File: config.mk
export PLATFORM = sky130hd
export DESIGN_NAME = ser_gain_regs
export DESIGN_NICKNAME = d
export VERILOG_FILES = /design/src/rtl/gain_pkg.sv /design/src/rtl/gsr_sync.sv /design/src/rtl/gsr_byte_rx.sv /design/src/rtl/gsr_tag_dec.sv /design/src/rtl/gsr_bank.sv /design/src/rtl/ser_gain_regs.sv
export SDC_FILE = /design/constraint.sdc
export NUM_CORES = 1
export LEC_CHECK = 0
export ABC_AREA = 1
export BUFFER_PORTS_ARGS = -buffer_cell sky130_fd_sc_hd__buf_4
export CORE_ASPECT_RATIO = 1.1
export CORE_MARGIN = 2
export CORE_UTILIZATION = 55
export DETAILED_ROUTE_END_ITERATION = 8
export GPL_ROUTABILITY_DRIVEN = 0
export PLACE_DENSITY = 0.76
export SLEW_MARGIN = 20
export SYNTH_ARGS = -nofsm -noshare
export SYNTH_HDL_FRONTEND = slang
export SYNTH_HIERARCHICAL = 1
export SYNTH_SLANG_ARGS = --single-unit
File: constraint.sdc
create_clock -name clk_i -period 1.6 [get_ports clk_i]
set_input_delay 0.32 -clock clk_i [delete_from_list [all_inputs] [get_ports clk_i]]
set_output_delay 0.32 -clock clk_i [all_outputs]
set_load 0.03 [all_outputs]
File: src/rtl/gain_pkg.sv
package gain_pkg;
  localparam int unsigned BYTE_W = 8;
  localparam int unsigned CODE_W = BYTE_W - 1;
  localparam int unsigned CNT_W  = $clog2(BYTE_W);

  typedef logic [CODE_W-1:0] code_t;

  typedef struct packed {
    logic  valid;
    code_t addr;
    code_t data;
  } commit_t;
endpackage

File: src/rtl/gsr_sync.sv
module gsr_sync #(
  parameter int unsigned W      = 4,
  parameter int unsigned STAGES = 2,
  parameter logic [W-1:0] RST_VAL = '0
) (
  input  logic         clk_i,
  input  logic         rst_ni,
  input  logic [W-1:0] d_i,
  output logic [W-1:0] q_o
);
  logic [W-1:0] stg [STAGES];

  for (genvar s = 0; s < STAGES; s++) begin : g_stg
    always_ff @(posedge clk_i or negedge rst_ni) begin
      if (!rst_ni) stg[s] <= RST_VAL;
      else if (s == 0) stg[s] <= d_i;
      else stg[s] <= stg[(s == 0) ? 0 : s-1];
    end
  end

  assign q_o = stg[STAGES-1];
endmodule

File: src/rtl/gsr_byte_rx.sv
module gsr_byte_rx
  import gain_pkg::*;
(
  input  logic              clk_i,
  input  logic              rst_ni,
  input  logic              sdata_i,
  input  logic              sclk_fall_i,
  input  logic              wr_n_i,
  output logic              byte_v_o,
  output logic [BYTE_W-1:0] byte_o,
  output logic [CNT_W-1:0]  bit_cnt_o
);
  logic [BYTE_W-1:0] sh_q;
  logic [CNT_W-1:0]  cnt_q;

  always_ff @(posedge clk_i or negedge rst_ni) begin
    if (!rst_ni) begin
      sh_q     <= '0;
      cnt_q    <= '0;
      byte_v_o <= 1'b0;
    end else begin
      byte_v_o <= 1'b0;
      if (wr_n_i) begin
        // deselect drops any partial byte
        sh_q  <= '0;
        cnt_q <= '0;
      end else if (sclk_fall_i) begin
        sh_q <= {sh_q[BYTE_W-2:0], sdata_i};
        if (cnt_q == CNT_W'(BYTE_W-1)) begin
          cnt_q    <= '0;
          byte_v_o <= 1'b1;
        end else begin
          cnt_q <= cnt_q + 1'b1;
        end
      end
    end
  end

  assign byte_o    = sh_q;
  assign bit_cnt_o = cnt_q;
endmodule

File: src/rtl/gsr_tag_dec.sv
module gsr_tag_dec
  import gain_pkg::*;
(
  input  logic              clk_i,
  input  logic              rst_ni,
  input  logic              byte_v_i,
  input  logic [BYTE_W-1:0] byte_i,
  input  logic              ld_rise_i,
  output commit_t           commit_o,
  output logic              pend_v_o,
  output logic              staged_v_o
);
  code_t pend_addr_q, staged_q;
  logic  pend_v_q, staged_v_q;
  logic  fire, pend_now, is_addr;

  assign fire     = ld_rise_i & staged_v_q;
  assign pend_now = pend_v_q & ~fire;
  assign is_addr  = byte_i[BYTE_W-1];

  always_ff @(posedge clk_i or negedge rst_ni) begin
    if (!rst_ni) begin
      pend_addr_q <= '0;
      staged_q    <= '0;
      pend_v_q    <= 1'b0;
      staged_v_q  <= 1'b0;
      commit_o    <= '0;
    end else begin
      commit_o.valid <= 1'b0;
      if (fire) begin
        commit_o.valid <= 1'b1;
        commit_o.addr  <= pend_addr_q;
        commit_o.data  <= staged_q;
        pend_v_q       <= 1'b0;
        staged_v_q     <= 1'b0;
      end
      if (byte_v_i) begin
        if (is_addr) begin
          pend_addr_q <= byte_i[CODE_W-1:0];
          pend_v_q    <= 1'b1;
          staged_v_q  <= 1'b0;
        end else if (pend_now) begin
          staged_q   <= byte_i[CODE_W-1:0];
          staged_v_q <= 1'b1;
        end
      end
    end
  end

  assign pend_v_o   = pend_v_q;
  assign staged_v_o = staged_v_q;
endmodule

File: src/rtl/gsr_bank.sv
module gsr_bank
  import gain_pkg::*;
#(
  parameter int unsigned NUM_CH  = 6,
  parameter int unsigned MST_W   = 7,
  parameter int unsigned CH_W    = 5,
  parameter logic [MST_W-1:0] MST_RST = '1
) (
  input  logic                   clk_i,
  input  logic                   rst_ni,
  input  commit_t                commit_i,
  output logic [MST_W-1:0]       master_o,
  output logic [NUM_CH*CH_W-1:0] chan_o
);
  always_ff @(posedge clk_i or negedge rst_ni) begin
    if (!rst_ni) master_o <= MST_RST;
    else if (commit_i.valid && commit_i.addr == '0)
      master_o <= commit_i.data[MST_W-1:0];
  end

  for (genvar c = 0; c < NUM_CH; c++) begin : g_ch
    always_ff @(posedge clk_i or negedge rst_ni) begin
      if (!rst_ni) chan_o[c*CH_W +: CH_W] <= '0;
      else if (commit_i.valid && commit_i.addr == CODE_W'(c+1))
        chan_o[c*CH_W +: CH_W] <= commit_i.data[CH_W-1:0];
    end
  end
endmodule

File: src/rtl/ser_gain_regs.sv
module ser_gain_regs
  import gain_pkg::*;
#(
  parameter int unsigned NUM_CH      = 6,
  parameter int unsigned MST_W       = 7,
  parameter int unsigned CH_W        = 5,
  parameter int unsigned SYNC_STAGES = 2
) (
  input  logic                   clk_i,
  input  logic                   rst_ni,
  input  logic                   sdata_i,
  input  logic                   sclk_i,
  input  logic                   wr_ni,
  input  logic                   ld_i,
  output logic [MST_W-1:0]       master_o,
  output logic [NUM_CH*CH_W-1:0] chan_o
);
  localparam logic [MST_W-1:0] MST_RST = '1;

  logic [3:0] raw, syn;
  logic sdata_s, sclk_s, wr_n_s, ld_s;
  logic sclk_d, ld_d;
  logic sclk_fall, ld_rise;
  logic byte_v;
  logic [BYTE_W-1:0] byte_w;
  logic [CNT_W-1:0]  bit_cnt;
  commit_t commit;
  logic pend_v, staged_v;

  assign raw = {ld_i, wr_ni, sclk_i, sdata_i};

  gsr_sync #(.W(4), .STAGES(SYNC_STAGES), .RST_VAL(4'b1110)) u_sync (
    .clk_i, .rst_ni, .d_i(raw), .q_o(syn)
  );
  assign {ld_s, wr_n_s, sclk_s, sdata_s} = syn;

  always_ff @(posedge clk_i or negedge rst_ni) begin
    if (!rst_ni) begin
      sclk_d <= 1'b1;
      ld_d   <= 1'b1;
    end else begin
      sclk_d <= sclk_s;
      ld_d   <= ld_s;
    end
  end

  assign sclk_fall = sclk_d & ~sclk_s;
  assign ld_rise   = ~ld_d & ld_s;

  gsr_byte_rx u_rx (
    .clk_i, .rst_ni,
    .sdata_i(sdata_s), .sclk_fall_i(sclk_fall), .wr_n_i(wr_n_s),
    .byte_v_o(byte_v), .byte_o(byte_w), .bit_cnt_o(bit_cnt)
  );

  gsr_tag_dec u_dec (
    .clk_i, .rst_ni,
    .byte_v_i(byte_v), .byte_i(byte_w), .ld_rise_i(ld_rise),
    .commit_o(commit), .pend_v_o(pend_v), .staged_v_o(staged_v)
  );

  gsr_bank #(.NUM_CH(NUM_CH), .MST_W(MST_W), .CH_W(CH_W), .MST_RST(MST_RST)) u_bank (
    .clk_i, .rst_ni, .commit_i(commit), .master_o, .chan_o
  );
endmodule

### Yosys cells after proc, flatten, opt, wreduce, memory -nomap -nowiden

Index checks and enable logic that the tools add are counted.

* add/sub/neg operators: 1
* eq/ne operators: 7
* multiplexer cells: 16
* bitwise logic cells: 8
* reduce and logical (&&, ||, !) cells: 11

Operators by type and width (number)
* equality test 7 x 3 -> 1 bit (second input constant): 3
* 2-to-1 mux 8 bit: 2
* 2-to-1 mux 15 bit: 1
* equality test 7 x 2 -> 1 bit (second input constant): 2
* 2-to-1 mux 1 bit: 10
* 2-to-1 mux 3 bit: 3
* equality test 7 x 1 -> 1 bit (second input constant): 1
* logical AND 1 bit: 7
* logical NOT 7 bit: 1
* AND 1 bit: 4
* inverter 1 bit: 4
* adder 3 x 1 -> 3 bit (second input constant): 1
* equality test 3 bit (second input constant): 1
* AND reduction 3 bit: 1
* AND reduction 2 bit: 1
* nonzero test 2 bit: 1

* flip-flop bits (word level): 90
* input bits: 6
* output and inout port bits: 37

### Logic depth before layout (Yosys ltp)

Gate-level depths: netlist of the first run.

* depth after elaboration: 8
* depth in mapped cells: 7
* depth with buffers taken out: 6

### Hierarchy

The synthesis of the first run kept the hierarchy.

By module, submodules not included
* gsr_bank: instances 1, cells each 183, area an instance 1586.5 µm²
* gsr_tag_dec: instances 1, cells each 129, area an instance 1251.2 µm²
* gsr_byte_rx: instances 1, cells each 56, area an instance 509.2 µm²
* gsr_sync: instances 1, cells each 12, area an instance 237.7 µm²
* ser_gain_regs: instances 1, cells each 6, area an instance 72.6 µm²

### Least setup slack after synthesis of the first run

OpenSTA, ideal clock, no wires.

* kind: reg2reg
* start: reg u_sync.stg, in the netlist u_sync/q_o[3]
* end: reg u_dec.staged_q[2]
* library setup time: 121 ps
* arrival time: 1125 ps
* data required time: 1479 ps
* path slack: 354 ps
* stages on the path, launching flop included: 8
* buffers on the path: 2
* clock period less this slack: 1246 ps
* path through: dfstp_2 > buf_4 > inv_1 > nor2_2 > nand2_1 > buf_2 > nand4_1 > nand2_1

* cells in the longest elaborated chain, start to end: 5

RTL lines
* from (decl): RTL line gsr_sync.sv:11 `logic [W-1:0] stg [STAGES];`
* from (signal, indexed assignment): RTL line gsr_sync.sv:16 `else if (s == 0) stg[s] <= d_i;`
* from (signal, indexed assignment): RTL line gsr_sync.sv:17 `else stg[s] <= stg[(s == 0) ? 0 : s-1];`
* AND 1 bit: RTL line ser_gain_regs.sv:48 `assign ld_rise = ~ld_d & ld_s;`
* via ld_rise: RTL line ser_gain_regs.sv:23 `logic sclk_fall, ld_rise;`
* AND 1 bit: RTL line gsr_tag_dec.sv:17 `assign fire = ld_rise_i & staged_v_q;`
* inverter 1 bit: RTL line gsr_tag_dec.sv:18 `assign pend_now = pend_v_q & ~fire;`
* AND 1 bit: RTL line gsr_tag_dec.sv:18
* AND reduction 3 bit (no source line)
* to (signal assigned): RTL line gsr_tag_dec.sv:43 `staged_q <= byte_i[CODE_W-1:0];`
* to (decl): RTL line gsr_tag_dec.sv:13 `code_t pend_addr_q, staged_q;`

The timed path passes the listed nets, and every way through them passes these cells.
A chain may end at the register's enable or synchronous reset.

### Final worst setup path of the first run

* start: reg u_bank.master_o[6]
* end: out master_o[6]

RTL lines
* from (decl): RTL line gsr_bank.sv:12 `output logic [MST_W-1:0] master_o,`
* from (signal assigned): RTL line gsr_bank.sv:18 `master_o <= commit_i.data[MST_W-1:0];`
* to (decl): RTL line ser_gain_regs.sv:15 `output logic [MST_W-1:0] master_o,`

No word-level cell between the ends.

==> impl_metrics.toml, run 1 <==
[run_status]
status = "completed"

[timing]
fmax_ghz = 0.724
slew_violations = 0
slew_headroom_pct = 71.2
finalSetupTns_ps = 0
skew_ps = 10.4
tightest_slew_ps = 431
rsz0062_at_grt = "no"
period_needed_ps = 1380
hold_viol = 0
hold-worst-slack_ps = 71.1
timing.final.crit_share_pct = 86.4
setup_viol = 0

[global_routing]
grt_max_degree = 39
antenna_found_initial = 0
grt-ovfl-total = 0
grt_pass1_vias = 2619
grt_util_all_layers_pct = 21.3
grt_pass1_wl_um = 11700

[setup_path]
critPathBufInv = 1
cpMaxStageDelayCell = "dfstp_2"
startpoint_type = "flop"
cp_cell_sequence = "buf_4"
required_ps = 1280
arrival_ps = 1060
critical-path-max-stage-delay_ps = 550
crit_family = "flip-flops"
setup.worst_path.end_class = "output port"
crit_type = "reg2out"
critPathMaxFanout = 2

[drt]
met2_length_um = 3570
vias = 2697
ant_nets = 0
wl_per_cell_um = 13.3
drt-initial-drc-count = 130
wl_met1_um = 2970
viasPerCell = 5.18
dr_wl_met3_um = 314
drc = 0
wl_um = 6930
dr.max_layer_used = "met4"
dr.pass1.iters = 4

[synthesis]
synthXorXnorAreaFrac_pct = 0
synth_top_area_share_pct = 51.3
ys_types = 19
synth-seq-area-share_pct = 62.1
synth_top_family_by_area = "simple AND/OR/NAND/NOR gates"
synth_seq_cells = 90
ys_warn_count = 6
syn_area_um2 = 3660
yosys.area_share.simple_pct = 27.4
synth_common_cells = "143 x nand2_1, 75 x dfrtp_1, 54 x nand3_1"
synth_edf_count = 0
syn-num-nets = 394
syn_inst = 386
synth_area_per_cell_um2 = 9.47
ys.flop_type = "dfrtp_1"
synth-async-reset-ratio_pct = 100
synth_most_common_cell = "nand2_1"
synth_compound_area_share_pct = 4.04
synthAdderAreaFrac_pct = 0.684
synthTopCellsByArea = "dfrtp_1 51%, nand2_1 15%, dfstp_2 11%"
yosys.area.top_type = "dfrtp_1"
synth.area.mux_share_pct = 0

[placed_design]
dp.cells = 504
place_area_um2 = 4050
hpwl_um = 4950
port_buffers = 42

[cts]
cts_buffers = 9
cts_tree = "built"
cts_sinks = 90
cts-root-buf = "clkbuf_8"
clk_pin_slew_ps = 90
cts.path.max_buffers = 2
ctsHtreeMaxLevel = 3
postCtsSetupRepairBufs = 0
clock_latency_ps = 360

[finish]
synthToLayoutAreaGrowth_pct = 18.8
antenna_cells = 0
regArea_um2 = 2270
nNetsFinal = 442
multi_input_area_um2 = 1180
stdcell_area_um2 = 4340
fill_cells = 536
fin_cells = 521
drive_above_1_share_pct = 23.9
utilization_pct = 66.7

[floorplanning]
num_io_pins = 43
die_area_um2 = 7320
row_count = 31
core_area_um2 = 6520
chipWidth_um = 81.8
initial_utilization_pct = 56.1
die_h_um = 89.5

[power]
power_frac_seq_pct = 51.0
cellInternalPower_mw = 3.68
ir_drop_mv = 0.738
p_sw_share_pct = 18.7
pwr-share-comb_pct = 2.0
pwr-share-clk_pct = 47.0
leakagePower_nw = 2.31
power.density_nw_per_um2 = 1040
p_sw_mw = 0.848

[hold_path]
hold_class = "in2reg"

[flow_run]
cap_violations = 0
## through the flow
stage / setup WS [ps] / power (mW)
floorplan: 354 / 2.38
global placement: 289 / 2.44
detailed placement: 264 / 2.44
CTS: 205 / 4.58
global route: 110 / 4.70
finish: 218 / 4.53
## area by class of cell
class	instances	share of cell area (%)
Multi-Input combinational cell	255	27.1
Clock inverter	7	3.77
Inverter	25	2.16
Tap cell	82	2.36
Timing Repair Buffer	53	9.50
Sequential cell	90	52.3
Clock buffer	9	2.85
## sequential cells by signal (all words and copies together), names as in the netlist
signal / count
u_dec/staged_q: 7
u_sync/q_o: 4
u_bank/master_o: 7
u_dec/pend_addr_q: 7
u_dec/staged_v_o: 1
u_rx/byte_o: 8
u_sync/stg: 4
u_bank/chan_o: 30
ld_d: 1
u_dec/pend_v_o: 1
u_rx/byte_v_o: 1
u_dec/commit_o: 15
u_rx/bit_cnt_o: 3
sclk_d: 1
## cell families after synthesis
group | after synthesis
AND/OR/NAND/NOR | 230
flip-flops | 90
buffers and inverters | 41
AO/OA/AOI/OAI | 23
adder cells (fa/ha/maj) | 2
## path summary, 6_finish.rpt
check                                   start                end  slack (ps)  depth (start not counted)
min in group asynchronous              rst_ni  u_dec/commit_o[9]         430                          2
hold reg to reg                 u_sync/stg[4]      u_sync/q_o[0]         350                          0
hold / removal                         sclk_i      u_sync/stg[5]          70                          1
max in group asynchronous              rst_ni               ld_d         560                          3
setup reg to reg           u_dec/commit_o[12]  u_bank/chan_o[19]         240                          6
setup / recovery           u_bank/master_o[6]        master_o[6]         220                          1
## cells in the final DEF, fill, tap and decap left out, drive strengths merged
master       netlist  routed
nor2              22      22
buf               16      52
nand3             54      54
inv               25      26
clkbuf             0       9
nand4              7       7
dfrtp             75      75
bufinv             0       5
a21oi              5       5
nand2            147     147
ha                 2       2
o21ai             11      11
dlygate4sd3        0       1
dfstp             15      15
o21bai             7       7
clkinv             0       1
## routing by layer
| metal | vias to the layer above | track usage [%] |
|---|---|---|
| met4 | 0 | 8.03 |
| met5 | - | 0 |
| met3 | 8 | 4.85 |
| met1 | 1307 | 25.2 |
| met2 | 61 | 37.7 |
| li1 | 1321 | - |
## power by group through the flow
stage | Combinational, mW | Sequential, mW | Clock, mW
floorplan | 0.0342 | 2.35 | 0
global placement | 0.0888 | 2.35 | 0
detailed placement | 0.0913 | 2.35 | 0
CTS | 0.0937 | 2.31 | 2.18
global route | 0.104 | 2.31 | 2.28
finish | 0.0893 | 2.31 | 2.13
## repair_timing
action / 4_1_cts / 5_1_grt
hold buffers: 1 / 0
hold endpoints to repair: 19 / 0
resized for setup: 0 / 0
## worst reg2reg max path: stages, from the launching register on
cell     delay [ps]
dfrtp_1         380
nor2_1          120
nand2_2         130
nor2_2          270
nand2_1         190
nand2_1         100
nand2_1          60
No activity file was read; power rests on OpenSTA's default activity.
==> inputs of run 2 (changes only) <==
- CAP_MARGIN: not set -> 15
- CTS_BUF_LIST: not set -> sky130_fd_sc_hd__clkbuf_16
==> impl_metrics.toml, run 2 (synthesized netlist as in run 1, its figures left out) <==
[timing]
tightest_slew_ps = 443
hold_viol = 0
hold-worst-slack_ps = 89.5
period_needed_ps = 1350
fmax_ghz = 0.740
slew_violations = 0
setup_viol = 0
timing.final.crit_share_pct = 84.5
skew_ps = 8.00
slew_headroom_pct = 70.4
finalSetupTns_ps = 0
rsz0062_at_grt = "no"
fin_ws_ps = 248

[drt]
wl_per_cell_um = 13.6
viasPerCell = 5.22
dr.pass1.iters = 5
drc = 0
drt-initial-drc-count = 155
vias = 2720
ant_nets = 0
wl_um = 7070

[setup_path]
crit_type = "reg2out"
arrival_ps = 1030
setup.worst_path.end_class = "output port"
cp_cell_sequence = "buf_4"
cpMaxStageDelayCell = "dfstp_2"
startpoint_type = "flop"
critical-path-max-stage-delay_ps = 540
critPathMaxFanout = 2
required_ps = 1280
critPathBufInv = 1
crit_family = "flip-flops"

[placed_design]
pre_cts_ws_ps = 264
port_buffers = 42
dp.cells = 504
place_area_um2 = 4050
hpwl_um = 4950

[run_status]
status = "completed"

[floorplanning]
num_io_pins = 43
initial_utilization_pct = 56.1
chipWidth_um = 81.8
core_area_um2 = 6520
row_count = 31
die_h_um = 89.5
die_area_um2 = 7320

[global_routing]
antenna_found_initial = 0
grt_max_degree = 39
grt_pass1_vias = 2608
grt_util_all_layers_pct = 21.4
grt-ovfl-total = 0
grt_pass1_wl_um = 11800

[power]
cellInternalPower_mw = 4.17
pwr-share-comb_pct = 1.8
power.density_nw_per_um2 = 1140
finalPower_mw = 5.09
p_sw_share_pct = 18.0
pwr-share-clk_pct = 52.8
power_frac_seq_pct = 45.5
p_sw_mw = 0.916
ir_drop_mv = 0.889
leakagePower_nw = 2.36

[cts]
cts_buffers = 9
clk_pin_slew_ps = 60
cts_sinks = 90
ctsHtreeMaxLevel = 3
cts.path.max_buffers = 2
clock_latency_ps = 340
postCtsSetupRepairBufs = 0
cts_tree = "built"
hold_buffers = 1
cts-root-buf = "clkbuf_16"
cts_resized = 0

[finish]
synthToLayoutAreaGrowth_pct = 21.6
most-common-layout-cells = "143 x nand2_1, 75 x dfrtp_1, 54 x nand3_1, 51 x buf_4, 23 x inv_1"
drive_above_1_share_pct = 23.9
stdcell_area_um2 = 4450
top_register = "u_bank/chan_o"
nNetsFinal = 442
layout_commonest_cell = "nand2_1"
utilization_pct = 68.2
largest_register_ffs = 30
antenna_cells = 0
fin_cells = 521

[flow_run]
cap_violations = 0

[hold_path]
hold_class = "in2reg"
==> run 2: final timing paths <==
check | start | endpoint | slack [ps] | cells past startpoint
max in group asynchronous | rst_ni | ld_d | 530 | 3
min | sclk_i | u_sync/stg[5] | 90 | 1
max | u_bank/master_o[6] | master_o[6] | 250 | 1
min reg2reg | u_sync/stg[4] | u_sync/q_o[0] | 350 | 0
min in group asynchronous | rst_ni | u_dec/commit_o[9] | 460 | 2
max reg2reg | u_dec/commit_o[12] | u_bank/chan_o[19] | 250 | 6
==> run 2: per-layer routing <==
| layer | vias up | GRT usage, % | part of all wire (%) |
|---|---|---|---|
| li1 | 1322 | - | - |
| met3 | 10 | 4.85 | 4.3 |
| met4 | 0 | 7.58 | 1.3 |
| met1 | 1323 | 25.7 | 43 |
| met5 | - | 0 | 0 |
| met2 | 65 | 37.8 | 52 |
==> run 2: layout make-up <==
type | instances | area (um^2)
timing repair buffer | 53 | 413
clock buffer | 9 | 225
fill | 518 | 2070
clock inverter | 7 | 164
multi-input combinational | 255 | 1180
inverter | 25 | 93.8
sequential | 90 | 2270
tap | 82 | 103
==> run 2: power by group through the flow <==
| stage | combinational [mW] | sequential [mW] | clock [mW] |
|---|---|---|---|
| 6_report | 0.0898 | 2.31 | 2.68 |
| 5_1_grt | 0.104 | 2.31 | 2.84 |
| 4_1_cts | 0.0937 | 2.31 | 2.74 |
| 3_5_place_dp | 0.0913 | 2.35 | 0 |
| 3_3_place_gp | 0.0888 | 2.35 | 0 |
| 2_1_floorplan | 0.0342 | 2.35 | 0 |
==> inputs of run 3 (changes only) <==
- clock period: 1.6 -> 1.4 ns (I/O delays scaled with it)
==> impl_metrics.toml, run 3 (synthesized netlist as in run 1, its figures left out) <==
[drt]
drt-initial-drc-count = 184
drc = 0
ant_nets = 0
wl_um = 6950
vias = 2703
wl_per_cell_um = 13.3
viasPerCell = 5.19
dr.pass1.iters = 4

[global_routing]
antenna_found_initial = 0
grt_util_all_layers_pct = 20.5
grt_pass1_vias = 2468
grt_pass1_wl_um = 11300
grt_max_degree = 38
grt-ovfl-total = 0

[flow_run]
cap_violations = 0

[floorplanning]
chipWidth_um = 81.8
initial_utilization_pct = 56.1
row_count = 31
core_area_um2 = 6520
die_area_um2 = 7320
num_io_pins = 43
die_h_um = 89.5

[finish]
largest_register_ffs = 30
synthToLayoutAreaGrowth_pct = 20.1
top_register = "u_bank/chan_o"
most-common-layout-cells = "141 x nand2_1, 74 x dfrtp_1, 52 x nand3_1, 49 x buf_4, 25 x inv_1"
drive_above_1_share_pct = 24.6
layout_commonest_cell = "nand2_1"
antenna_cells = 0
nNetsFinal = 442
fin_cells = 521
stdcell_area_um2 = 4390
fill_cells = 507

[timing]
hold-worst-slack_ps = 49.6
period_needed_ps = 1340
setup_viol = 0
tightest_slew_ps = 415
skew_ps = 9.15
fmax_ghz = 0.749
timing.final.crit_share_pct = 95.4
slew_violations = 0
fin_ws_ps = 64.4
rsz0062_at_grt = "yes"
slew_headroom_pct = 72.3
hold_viol = 0

[cts]
cts_tree = "built"
cts.path.max_buffers = 2
cts-root-buf = "clkbuf_16"
ctsHtreeMaxLevel = 3
clock_latency_ps = 330
cts_buffers = 9
clk_pin_slew_ps = 60
cts_sinks = 90

[setup_path]
rr_worst_depth = 6
crit_type = "reg2reg"
critPathMaxFanout = 7
required_ps = 1660
r2r_setup_slack_ps = 60
timing.rr.start = "u_dec/commit_o[9]"
setup.worst_path.end_class = "flop"
arrival_ps = 1600
reg2reg_to = "u_bank/master_o[6]"
startpoint_type = "flop"

[placed_design]
place_area_um2 = 4060
pre_cts_ws_ps = -44.6
hpwl_um = 4650
dp.cells = 502
port_buffers = 42

[hold_path]
hold_depth = 1
hold_class = "in2reg"
min_from = "sclk_i"
whs_endpoint = "u_sync/stg[5]"

[power]
leakagePower_nw = 2.33
power.density_nw_per_um2 = 1150
ir_drop_mv = 0.829

[run_status]
status = "completed"
-- run 3: per-stage QoR --
step / utilization, % / setup TNS, ps / total power, mW
2_1_floorplan: - / 0 / 2.72
3_3_place_gp: 62.3 / 0 / 2.79
3_5_place_dp: 62.3 / -286 / 2.80
4_1_cts: 66.9 / 0 / 5.10
5_1_grt: 67.4 / -111 / 5.23
6_report: 67.4 / 0 / 5.04
-- run 3: routing by layer --
metal,part of all wire (%),track usage (%),vias to the layer above
li1,-,-,1328
met1,43,25.4,1308
met2,51,34.4,57
met5,0,0,-
met3,4.4,4.65,10
met4,1.3,9.39,0
-- run 3: area by class of cell --
| class | count | area, um^2 | area share, % |
|---|---|---|---|
| clock buffer | 9 | 225 | 5.13 |
| clock inverter | 7 | 62.6 | 1.42 |
| inverter | 25 | 93.8 | 2.14 |
| multi-input combinational | 255 | 1200 | 27.3 |
| sequential | 90 | 2270 | 51.7 |
| tap | 82 | 103 | 2.34 |
| timing repair buffer | 53 | 438 | 9.97 |
-- run 3: critical path, cell delays in order (launching register included) --
cell and delay [ps]:
dfrtp_1 430, inv_1 110, nand2_1 110, nor2_1 240, nand3_2 220, nand2_1 120, nand2_1 50
-- run 3: what timing repair did --
| action | in CTS | in global routing |
|---|---|---|
| hold buffers | 1 | 0 |
| setup buffers | 0 | 2 |
| hold endpoints to repair | 14 | 0 |
| gates resized for setup | 2 | 5 |
| setup endpoints to repair | 16 | 26 |
| pin swaps | 0 | 2 |
-- run 3: worst max-delay path by stage --
stage	startpoint	end	cells past startpoint
final	u_dec/commit_o[9]	u_bank/master_o[6]	6
after global placement	u_dec/commit_o[8]	u_bank/master_o[5]	4
after floorplan	u_sync/q_o[3]	u_dec/staged_q[2]	7
after detailed placement	u_dec/commit_o[12]	u_bank/chan_o[6]	6
after CTS	u_dec/commit_o[12]	u_bank/chan_o[19]	7
after global routing	u_dec/commit_o[9]	u_bank/master_o[2]	6
-- run 3: report_power, final --
part | switching, mW | internal (mW) | total, mW
clock | 0.925 | 1.37 | 2.29
combinational | 0.0729 | 0.0313 | 0.104
sequential | 0.0114 | 2.63 | 2.64
total | 1.01 | 4.03 | 5.04
